`config.mk`:
```
export PLATFORM = sky130hd
export DESIGN_NAME = shrink_search_seq
export DESIGN_NICKNAME = d
export VERILOG_FILES = /design/src/rtl/shrink_pkg.sv /design/src/rtl/shrink_ctrl.sv /design/src/rtl/shrink_window.sv /design/src/rtl/shrink_report.sv /design/src/rtl/shrink_query.sv /design/src/rtl/shrink_search_seq.sv
export SDC_FILE = /design/constraint.sdc
export NUM_CORES = 1
export LEC_CHECK = 0
export BUFFER_PORTS_ARGS = -buffer_cell sky130_fd_sc_hd__buf_2
export CORE_UTILIZATION = 45
export CTS_CLUSTER_DIAMETER = 40
export DETAILED_ROUTE_END_ITERATION = 10
export GPL_ROUTABILITY_DRIVEN = 0
export GPL_TIMING_DRIVEN = 1
export PLACE_DENSITY = 0.66
export SETUP_SLACK_MARGIN = 0.3
export SYNTH_ARGS = -nofsm -noshare
export SYNTH_HDL_FRONTEND = slang
export SYNTH_SLANG_ARGS = --single-unit
```
`constraint.sdc`:
```
create_clock -name clk -period 10.5 [get_ports clk]
set_input_delay 1.05 -clock clk [delete_from_list [all_inputs] [get_ports clk]]
set_output_delay 1.05 -clock clk [all_outputs]
set_load 0.005 [all_outputs]
```
`src/rtl/shrink_pkg.sv`:
```
package shrink_pkg;

  typedef enum logic [1:0] {
    ST_IDLE   = 2'd0,
    ST_LAUNCH = 2'd1,
    ST_WAIT   = 2'd2,
    ST_HALT   = 2'd3
  } seq_state_e;

  // A zero step behaves as one vector per block.
  function automatic logic [31:0] eff_step(input logic [31:0] step);
    return (step == 32'd0) ? 32'd1 : step;
  endfunction

  // High bound of a block starting at lo, clipped to last.
  function automatic logic [31:0] block_hi(input logic [31:0] lo,
                                           input logic [31:0] step,
                                           input logic [31:0] last);
    logic [32:0] sum;
    sum = {1'b0, lo} + {1'b0, eff_step(step)} - 33'd1;
    return (sum >= {1'b0, last}) ? last : sum[31:0];
  endfunction

  function automatic logic in_range(input logic [31:0] n,
                                    input logic [31:0] lo,
                                    input logic [31:0] hi);
    return (n >= lo) && (n <= hi);
  endfunction

endpackage

```
`src/rtl/shrink_ctrl.sv`:
```
module shrink_ctrl
  import shrink_pkg::*;
(
  input  logic clk,
  input  logic rst_n,
  input  logic start_i,
  input  logic undo_i,
  input  logic run_done_i,
  input  logic run_fail_i,
  input  logic at_end_i,
  output logic load_evt_o,
  output logic adv_evt_o,
  output logic fail_evt_o,
  output logic end_evt_o,
  output logic run_req_o,
  output logic busy_o
);

  seq_state_e state_q, state_d;
  logic       verdict;

  assign busy_o     = (state_q == ST_LAUNCH) || (state_q == ST_WAIT);
  assign run_req_o  = (state_q == ST_LAUNCH);
  assign load_evt_o = start_i && !undo_i && !busy_o;
  assign verdict    = (state_q == ST_WAIT) && run_done_i && !undo_i;
  assign fail_evt_o = verdict && run_fail_i;
  assign end_evt_o  = verdict && !run_fail_i && at_end_i;
  assign adv_evt_o  = verdict && !run_fail_i && !at_end_i;

  always_comb begin
    state_d = state_q;
    if (undo_i)                         state_d = ST_IDLE;
    else if (load_evt_o)                state_d = ST_LAUNCH;
    else if (state_q == ST_LAUNCH)      state_d = ST_WAIT;
    else if (fail_evt_o || end_evt_o)   state_d = ST_HALT;
    else if (adv_evt_o)                 state_d = ST_LAUNCH;
  end

  always_ff @(posedge clk or negedge rst_n) begin
    if (!rst_n) state_q <= ST_IDLE;
    else        state_q <= state_d;
  end

endmodule

```
`src/rtl/shrink_window.sv`:
```
module shrink_window
  import shrink_pkg::*;
#(
  parameter int VEC_W = 16
) (
  input  logic             clk,
  input  logic             rst_n,
  input  logic             load_evt_i,
  input  logic             adv_evt_i,
  input  logic             undo_i,
  input  logic             mode_i,
  input  logic [VEC_W-1:0] first_i,
  input  logic [VEC_W-1:0] last_i,
  input  logic [VEC_W-1:0] step_i,
  output logic [VEC_W-1:0] lo_o,
  output logic [VEC_W-1:0] hi_o,
  output logic [VEC_W-1:0] first_o,
  output logic [VEC_W-1:0] last_o,
  output logic             mode_o,
  output logic             active_o,
  output logic             at_end_o
);

  localparam int PAD = 32 - VEC_W;

  logic [VEC_W-1:0] step_q;
  logic [31:0]      load_hi, adv_lo, adv_hi;

  assign load_hi  = block_hi({{PAD{1'b0}}, first_i}, {{PAD{1'b0}}, step_i},
                             {{PAD{1'b0}}, last_i});
  assign adv_lo   = {{PAD{1'b0}}, hi_o} + 32'd1;
  assign adv_hi   = block_hi(adv_lo, {{PAD{1'b0}}, step_q}, {{PAD{1'b0}}, last_o});
  assign at_end_o = (hi_o >= last_o);

  always_ff @(posedge clk or negedge rst_n) begin
    if (!rst_n) begin
      lo_o     <= '0;
      hi_o     <= '0;
      first_o  <= '0;
      last_o   <= '0;
      step_q   <= '0;
      mode_o   <= 1'b0;
      active_o <= 1'b0;
    end else if (undo_i) begin
      active_o <= 1'b0;
    end else if (load_evt_i) begin
      lo_o     <= first_i;
      hi_o     <= load_hi[VEC_W-1:0];
      first_o  <= first_i;
      last_o   <= last_i;
      step_q   <= step_i;
      mode_o   <= mode_i;
      active_o <= 1'b1;
    end else if (adv_evt_i) begin
      lo_o <= adv_lo[VEC_W-1:0];
      hi_o <= adv_hi[VEC_W-1:0];
    end
  end

endmodule

```
`src/rtl/shrink_report.sv`:
```
module shrink_report #(
  parameter int VEC_W = 16
) (
  input  logic             clk,
  input  logic             rst_n,
  input  logic             load_evt_i,
  input  logic             fail_evt_i,
  input  logic             end_evt_i,
  input  logic [VEC_W-1:0] lo_i,
  input  logic [VEC_W-1:0] hi_i,
  output logic             fail_found_o,
  output logic             done_nofail_o,
  output logic [VEC_W-1:0] fail_lo_o,
  output logic [VEC_W-1:0] fail_hi_o
);

  always_ff @(posedge clk or negedge rst_n) begin
    if (!rst_n) begin
      fail_found_o  <= 1'b0;
      done_nofail_o <= 1'b0;
      fail_lo_o     <= '0;
      fail_hi_o     <= '0;
    end else if (load_evt_i) begin
      fail_found_o  <= 1'b0;
      done_nofail_o <= 1'b0;
    end else if (fail_evt_i) begin
      fail_found_o <= 1'b1;
      fail_lo_o    <= lo_i;
      fail_hi_o    <= hi_i;
    end else if (end_evt_i) begin
      done_nofail_o <= 1'b1;
    end
  end

endmodule

```
`src/rtl/shrink_query.sv`:
```
module shrink_query
  import shrink_pkg::*;
#(
  parameter int VEC_W = 16
) (
  input  logic             active_i,
  input  logic             mode_i,
  input  logic [VEC_W-1:0] first_i,
  input  logic [VEC_W-1:0] lo_i,
  input  logic [VEC_W-1:0] hi_i,
  input  logic [VEC_W-1:0] vec_i,
  output logic             hit_o
);

  localparam int PAD = 32 - VEC_W;

  logic [VEC_W-1:0] base_lo;

  // Domino keeps everything from the first vector; ripple only the block.
  assign base_lo = mode_i ? first_i : lo_i;
  assign hit_o   = active_i && in_range({{PAD{1'b0}}, vec_i},
                                        {{PAD{1'b0}}, base_lo},
                                        {{PAD{1'b0}}, hi_i});

endmodule

```
`src/rtl/shrink_search_seq.sv`:
```
module shrink_search_seq #(
  parameter int VEC_W = 16
) (
  input  logic             clk,
  input  logic             rst_n,
  input  logic             start_i,
  input  logic             undo_i,
  input  logic             mode_i,
  input  logic [VEC_W-1:0] first_vec_i,
  input  logic [VEC_W-1:0] last_vec_i,
  input  logic [VEC_W-1:0] step_i,
  output logic             run_req_o,
  input  logic             run_done_i,
  input  logic             run_fail_i,
  output logic [VEC_W-1:0] win_lo_o,
  output logic [VEC_W-1:0] win_hi_o,
  output logic             shrink_active_o,
  output logic             busy_o,
  output logic             fail_found_o,
  output logic             done_nofail_o,
  output logic [VEC_W-1:0] fail_lo_o,
  output logic [VEC_W-1:0] fail_hi_o,
  input  logic [VEC_W-1:0] query_vec_i,
  output logic             query_hit_o
);

  logic             load_evt, adv_evt, fail_evt, end_evt, at_end;
  logic             mode_q;
  logic [VEC_W-1:0] first_q, last_q;

  shrink_ctrl u_ctrl (
    .clk        (clk),
    .rst_n      (rst_n),
    .start_i    (start_i),
    .undo_i     (undo_i),
    .run_done_i (run_done_i),
    .run_fail_i (run_fail_i),
    .at_end_i   (at_end),
    .load_evt_o (load_evt),
    .adv_evt_o  (adv_evt),
    .fail_evt_o (fail_evt),
    .end_evt_o  (end_evt),
    .run_req_o  (run_req_o),
    .busy_o     (busy_o)
  );

  shrink_window #(.VEC_W(VEC_W)) u_window (
    .clk        (clk),
    .rst_n      (rst_n),
    .load_evt_i (load_evt),
    .adv_evt_i  (adv_evt),
    .undo_i     (undo_i),
    .mode_i     (mode_i),
    .first_i    (first_vec_i),
    .last_i     (last_vec_i),
    .step_i     (step_i),
    .lo_o       (win_lo_o),
    .hi_o       (win_hi_o),
    .first_o    (first_q),
    .last_o     (last_q),
    .mode_o     (mode_q),
    .active_o   (shrink_active_o),
    .at_end_o   (at_end)
  );

  shrink_report #(.VEC_W(VEC_W)) u_report (
    .clk           (clk),
    .rst_n         (rst_n),
    .load_evt_i    (load_evt),
    .fail_evt_i    (fail_evt),
    .end_evt_i     (end_evt),
    .lo_i          (win_lo_o),
    .hi_i          (win_hi_o),
    .fail_found_o  (fail_found_o),
    .done_nofail_o (done_nofail_o),
    .fail_lo_o     (fail_lo_o),
    .fail_hi_o     (fail_hi_o)
  );

  shrink_query #(.VEC_W(VEC_W)) u_query (
    .active_i (shrink_active_o),
    .mode_i   (mode_q),
    .first_i  (first_q),
    .lo_i     (win_lo_o),
    .hi_i     (win_hi_o),
    .vec_i    (query_vec_i),
    .hit_o    (query_hit_o)
  );

endmodule

```
==> flow_metrics.py, run 1 <==
metrics = {
    "run_status": {
        "status": "finished clean",
    },
    "floorplanning": {
        "dieArea_mm2": 0.0216,
        "io_pins": 141,
        "row_count": 52,
        "initial_core_util": 0.463,
        "coreArea_mm2": 0.0204,
        "die_y_um": 147,
        "dieWidth_um": 147,
    },
    "timing": {
        "max_freq_mhz": 175,
        "final_hold_viol_count": 0,
        "setup_violations": 0,
        "max_slew_margin": 0.410,
        "drv_slew": 0,
        "finalCriticalPeriod_ps": 5720,
        "period_share": 0.545,
        "finClkSkew_ps": 9.10,
        "rsz0062_at_grt": "no",
        "worst_slew_pin_slew_ps": 880,
        "setup_tns_ps": 0,
    },
    "synthesis": {
        "synth_cells": 1115,
        "yosys_warnings": 0,
        "synth_seq_area_share": 0.312,
        "synth_ff_type": "dfrtp_1",
        "synth_edf_count": 0,
        "syn_area_mm2": 0.00947,
        "async_flop_share": 1.00,
        "avgSynthCellArea_um2": 8.49,
        "synth.distinct_cells": 60,
        "ys_seq_elements": 118,
        "syn_nets": 1336,
    },
    "critical_path": {
        "endpoint_kind": "register",
        "crit_fanout": 14,
        "r2r-end": "u_window.hi_o[12]$_DFFE_PN0P_",
        "path_class": "reg -> reg",
        "reg2reg_depth": 21,
        "reg2reg_slack_ps": 4780,
        "r2r-start": "u_window.hi_o[2]$_DFFE_PN0P_",
        "cp.arrival_ps": 6040,
        "crit_required_ps": 10820,
        "start_kind": "register",
    },
    "drt": {
        "final_antenna_net_count": 0,
        "dr_total_vias": 8495,
        "wl_per_cell_um": 18.2,
        "vias_per_cell": 5.56,
        "first_pass_iters": 5,
        "drc": 0,
        "routed_wl_mm": 27.7,
        "drt_iter0_drc": 552,
    },
    "clock_network": {
        "numCtsBuffers": 17,
        "clk_transition_reported_paths_ps": 60,
        "cts_resized": 0,
        "clk_latency_ps": 430,
        "hold_buffers": 0,
        "cts.sinks": 118,
        "post_cts_buffers": 0,
        "cts_root_buf": "clkbuf_16",
        "cts.path.max_buffers": 2,
        "h-tree-depth": 4,
        "cts_tree": "yes",
    },
    "finish": {
        "antenna_cells": 0,
        "final_common_cell": "inv_1",
        "fillers": 1970,
        "nets": 1465,
        "drive_above_1_share": 0.182,
        "final_cell_mix": "167 x inv_1, 148 x ha_1, 139 x buf_2",
        "area_delta_synth_final_pct": 16.5,
        "fin_util": 0.540,
    },
    "power": {
        "p_switching_mw": 1.71,
        "p_clk_frac": 0.168,
        "leakage_nw": 5.85,
        "powerDensity_mw_per_mm2": 332,
        "ir_worst_vdd_uv": 176,
        "p_comb_frac": 0.625,
        "p_seq_frac": 0.207,
        "p_int_mw": 1.95,
        "swShare": 0.468,
    },
    "worst_hold_path": {
        "hold_class": "reg -> reg",
        "whs_path_depth": 2,
        "holdPathEnd": "u_window.first_o[10]$_DFFE_PN0P_",
        "worstHoldStart": "u_window.first_o[10]$_DFFE_PN0P_",
    },
    "grt": {
        "grt.total_usage": 0.262,
        "grt_pass1_vias": 8040,
        "grt-ovfl-total": 0,
        "grt_max_degree": 81,
        "antenna_found_initial": 0,
        "grt_pass1_wl_mm": 43.3,
    },
    "placed_design": {
        "place_hpwl_mm": 21.8,
        "port-buffer-count": 140,
    },
    "run": {
        "maxCapViolations": 0,
    },
}
[area by class of cell]
type / instances / area [um2] / share of cell area
sequential: 118 / 2950 / 0.268
timing repair buffer: 147 / 756 / 0.0685
clock inverter: 15 / 191 / 0.0174
multi-input combinational: 793 / 5740 / 0.520
inverter: 167 / 627 / 0.0568
clock buffer: 17 / 425 / 0.0386
tap: 270 / 338 / 0.0306
[worst max path at each step]
stage | startpoint | end
detailed placement | step_i[9] | u_window.hi_o[15]$_DFFE_PN0P_
floorplan | step_i[9] | u_window.hi_o[13]$_DFFE_PN0P_
finish | u_window.hi_o[2]$_DFFE_PN0P_ | u_window.hi_o[12]$_DFFE_PN0P_
global placement | step_i[13] | u_window.hi_o[15]$_DFFE_PN0P_
global route | step_i[13] | u_window.hi_o[15]$_DFFE_PN0P_
CTS | u_window.hi_o[1]$_DFFE_PN0P_ | u_window.hi_o[12]$_DFFE_PN0P_
[sequential cells by signal (all words and copies together), names as in the netlist, 2 cells and up]
signal,count
u_report.fail_lo_o,16
u_report.fail_hi_o,16
u_window.first_o,16
u_window.lo_o,16
u_window.last_o,16
u_window.hi_o,16
u_ctrl.state_q,2
u_window.step_q,16
[per-layer routing]
layer | GRT usage | up-vias | part of all wire
li1 | - | 4115 | -
met5 | 0 | - | 0
met2 | 0.422 | 289 | 0.46
met3 | 0.0478 | 40 | 0.066
met4 | 0.0789 | 0 | 0.021
met1 | 0.357 | 4051 | 0.45
[kinds of logic after synthesis]
kind of cell    count (synthesis)  synth area share
mux                            50            0.0572
xor+xnor                       39            0.0361
simple gates                  275             0.134
fa+ha+maj                     150             0.200
compound gates                279             0.178
buf+inv                       204            0.0832
flops                         118             0.312
[per-stage QoR]
stage	hold WS [ps]	total power, mW	cell area [um2]	worst slack [ps]	cells
2_1_floorplan	440	2.40	9470	5300	1115
3_3_place_gp	459	2.98	10400	4520	1495
3_5_place_dp	464	3.02	10400	4460	1495
4_1_cts	478	3.65	11000	4890	1527
5_1_grt	500	4.01	11000	4360	1527
6_report	478	3.66	11000	4780	1527
[critical path: stages (launching register included)]
cell and delay (ps):
dfrtp_1 530, nand3_1 230, nor4_1 730, xnor2_1 230, ha_1 190, inv_1 40
ha_1 360, a21o_1 210, a31o_1 200, a31oi_1 230, o21bai_1 100, a21oi_1 180
xnor2_1 160, ha_1 280, a21oi_1 150, nor2b_1 50, o21ai_0 150, o21ai_0 170
nor3_2 700, a31oi_1 190, a211o_2 340, a21bo_2 190
[Yosys cell counts (6+ instances only)]
master    number  area, um2
a211oi_1      11       82.6
a21o_1        33        248
a21oi_1       72        360
a31oi_1       30        188
clkbuf_1      28        105
dfrtp_1      118       2950
ha_1         148       1850
inv_1        167        627
mux2_2        33        372
mux2i_1       17        170
nand2_1      128        480
nand3_1       23        115
nand4_1       12       75.1
nor2_1        54        203
nor2b_1        7       43.8
nor3_1        11       55.1
nor4_1         8       50.1
o21ai_0       87        435
o21bai_1       6       45.0
xnor2_1       32        280
xor2_1         7       61.3
[power groups by stage]
stage	logic, mW	registers [mW]	clock network, mW
2_1_floorplan	1.68	0.726	0
3_3_place_gp	2.21	0.764	0
3_5_place_dp	2.25	0.767	0
4_1_cts	2.27	0.759	0.621
5_1_grt	2.58	0.780	0.642
6_report	2.29	0.757	0.617
Note: power is estimated with default switching activity, not from simulation.
==> run 2: changes to the inputs <==
ABC_AREA = 1   (was unset)
clock period = 5.8 ns   (was 10.5 ns; I/O delays follow)
==> flow_metrics.py, run 2 <==
metrics = {
    "synthesis": {
        "yosys.area.top_type": "dfrtp_1",
        "yosys_warnings": 0,
        "async_flop_share": 1.00,
        "synth_ff_type": "dfrtp_1",
        "synth_area_leaders": "dfrtp_1 30%, ha_1 19%, nand2_1 11%",
        "yosys.area.top_type_share": 0.301,
        "syn_area_mm2": 0.00982,
        "synth.distinct_cells": 38,
        "synth_cells": 1350,
        "synth_seq_area_share": 0.301,
        "synth_most_common_cell": "nand2_1",
        "synth_edf_count": 0,
        "ys_seq_elements": 118,
        "synth_commonest_cells": "283 x nand2_1, 265 x inv_1, 148 x ha_1",
        "avgSynthCellArea_um2": 7.27,
        "syn_nets": 1571,
    },
    "critical_path": {
        "crit_required_ps": 6100,
        "slowest_stage": "dfrtp_1",
        "path_class": "reg -> reg",
        "reg2reg_depth": 30,
        "crit_top_cell": "nand2_1",
        "endpoint_kind": "register",
        "cp.arrival_ps": 5310,
        "cpPeakStageDelay_ps": 460,
        "crit_fanout": 17,
        "start_kind": "register",
    },
    "drt": {
        "first_pass_iters": 5,
        "drc": 0,
        "drt_iter0_drc": 584,
        "dr_total_vias": 9305,
        "wl_per_cell_um": 16.7,
        "final_antenna_net_count": 0,
        "routed_wl_mm": 29.5,
        "vias_per_cell": 5.26,
    },
    "clock_network": {
        "numCtsBuffers": 17,
        "cts.sinks": 118,
        "hold_buffers": 0,
        "cts_tree": "yes",
        "clk_transition_reported_paths_ps": 70,
        "h-tree-depth": 4,
        "clk_latency_ps": 420,
        "cts_resized": 0,
        "cts_root_buf": "clkbuf_16",
        "cts.path.max_buffers": 2,
        "post_cts_buffers": 0,
    },
    "floorplanning": {
        "die_y_um": 150,
        "coreArea_mm2": 0.0212,
        "dieWidth_um": 150,
        "initial_core_util": 0.463,
        "dieArea_mm2": 0.0224,
        "row_count": 53,
        "io_pins": 141,
    },
    "timing": {
        "period_share": 0.863,
        "setup_tns_ps": 0,
        "drv_slew": 0,
        "max_freq_mhz": 200,
        "finClkSkew_ps": 11.4,
        "rsz0062_at_grt": "no",
        "worst_slew_pin_slew_ps": 1120,
        "final_hold_viol_count": 0,
        "finalCriticalPeriod_ps": 5010,
        "max_slew_margin": 0.249,
        "setup_violations": 0,
    },
    "finish": {
        "drive_above_1_share": 0.132,
        "antenna_cells": 0,
        "area_delta_synth_final_pct": 15.7,
        "nets": 1703,
        "final_common_cell": "nand2_1",
        "final_cell_mix": "283 x nand2_1, 265 x inv_1, 148 x ha_1",
        "fin_util": 0.535,
    },
    "power": {
        "ir_worst_vdd_uv": 398,
        "finalPower_mw": 7.97,
        "powerDensity_mw_per_mm2": 701,
        "leakage_nw": 6.25,
        "p_switching_mw": 4.20,
        "p_int_mw": 3.77,
        "p_comb_frac": 0.675,
        "p_clk_frac": 0.130,
        "swShare": 0.527,
        "p_seq_frac": 0.195,
    },
    "grt": {
        "grt-ovfl-total": 0,
        "grt_pass1_wl_mm": 45.7,
        "grt_pass1_vias": 8505,
        "grt.total_usage": 0.270,
        "grt_max_degree": 87,
        "antenna_found_initial": 0,
    },
    "placed_design": {
        "port-buffer-count": 140,
        "place_hpwl_mm": 24.0,
    },
    "worst_hold_path": {
        "hold_class": "in -> async",
    },
    "run_status": {
        "status": "finished clean",
    },
    "run": {
        "maxCapViolations": 0,
    },
}
## run 2: kinds of logic after synthesis
group	share of synthesized area
XOR/XNOR	0.0321
multiplexers	0.00688
buffers and inverters	0.116
adder cells (fa/ha/maj)	0.193
AO/OA/AOI/OAI	0.133
AND/OR/NAND/NOR	0.218
flip-flops	0.301
## run 2: critical path, delay by kind of cell, from the launching register on
family	cells	cell delay [ps]
compound gates	3	380
xor+xnor	2	470
fa+ha+maj	3	870
buf+inv	2	190
flops	1	460
simple gates	20	2490
## run 2: final timing paths
| kind | from | end | slack (ps) |
|---|---|---|---|
| max | u_window.hi_o[2]$_DFFE_PN0P_ | u_window.hi_o[0]$_DFFE_PN0P_ | 790 |
| min | rst_n | u_report.fail_hi_o[10]$_DFFE_PN0P_ | 140 |
| max reg2reg | u_window.hi_o[2]$_DFFE_PN0P_ | u_window.hi_o[0]$_DFFE_PN0P_ | 790 |
| min reg2reg | u_report.fail_lo_o[4]$_DFFE_PN0P_ | u_report.fail_lo_o[4]$_DFFE_PN0P_ | 500 |
| max in group asynchronous | rst_n | u_window.last_o[13]$_DFFE_PN0P_ | 4710 |
| min in group clk | mode_i | u_window.mode_o$_DFFE_PN0P_ | 360 |
## run 2: area by class of cell
cell class | count | area, um2
well taps | 275 | 344
fillers | 2138 | 9860
multi-input cells | 934 | 5750
inverters | 265 | 995
clock inverters | 15 | 151
flip-flops and latches | 118 | 2950
repair buffers | 146 | 748
clock buffers | 17 | 425
## run 2: metal layers
layer / part of all wire / wire length [um] / vias to the layer above / GRT usage
li1: - / - / 4637 / -
met2: 0.45 / 13200 / 323 / 0.418
met4: 0.034 / 1000 / 0 / 0.113
met1: 0.45 / 13300 / 4291 / 0.373
met3: 0.067 / 1990 / 54 / 0.0430
met5: 0 / 0 / - / 0
## run 2: metrics by stage
stage,std cells,setup slack (ps),area (um2),hold slack (ps)
after CTS,1770,725,11400,171
after floorplan,1350,1620,9820,284
after global routing,1770,364,11400,184
final,1770,792,11400,143
after detailed placement,1738,755,10800,472
after global placement,1738,764,10800,460
## run 2: power groups by stage
| stage | clock network, mW | registers, mW | logic (mW) |
|---|---|---|---|
| after CTS | 1.04 | 1.55 | 5.34 |
| final | 1.04 | 1.55 | 5.38 |
| after global placement | 0 | 1.55 | 5.18 |
| after detailed placement | 0 | 1.56 | 5.28 |
| after global routing | 1.08 | 1.61 | 6.15 |
| after floorplan | 0 | 1.45 | 3.94 |
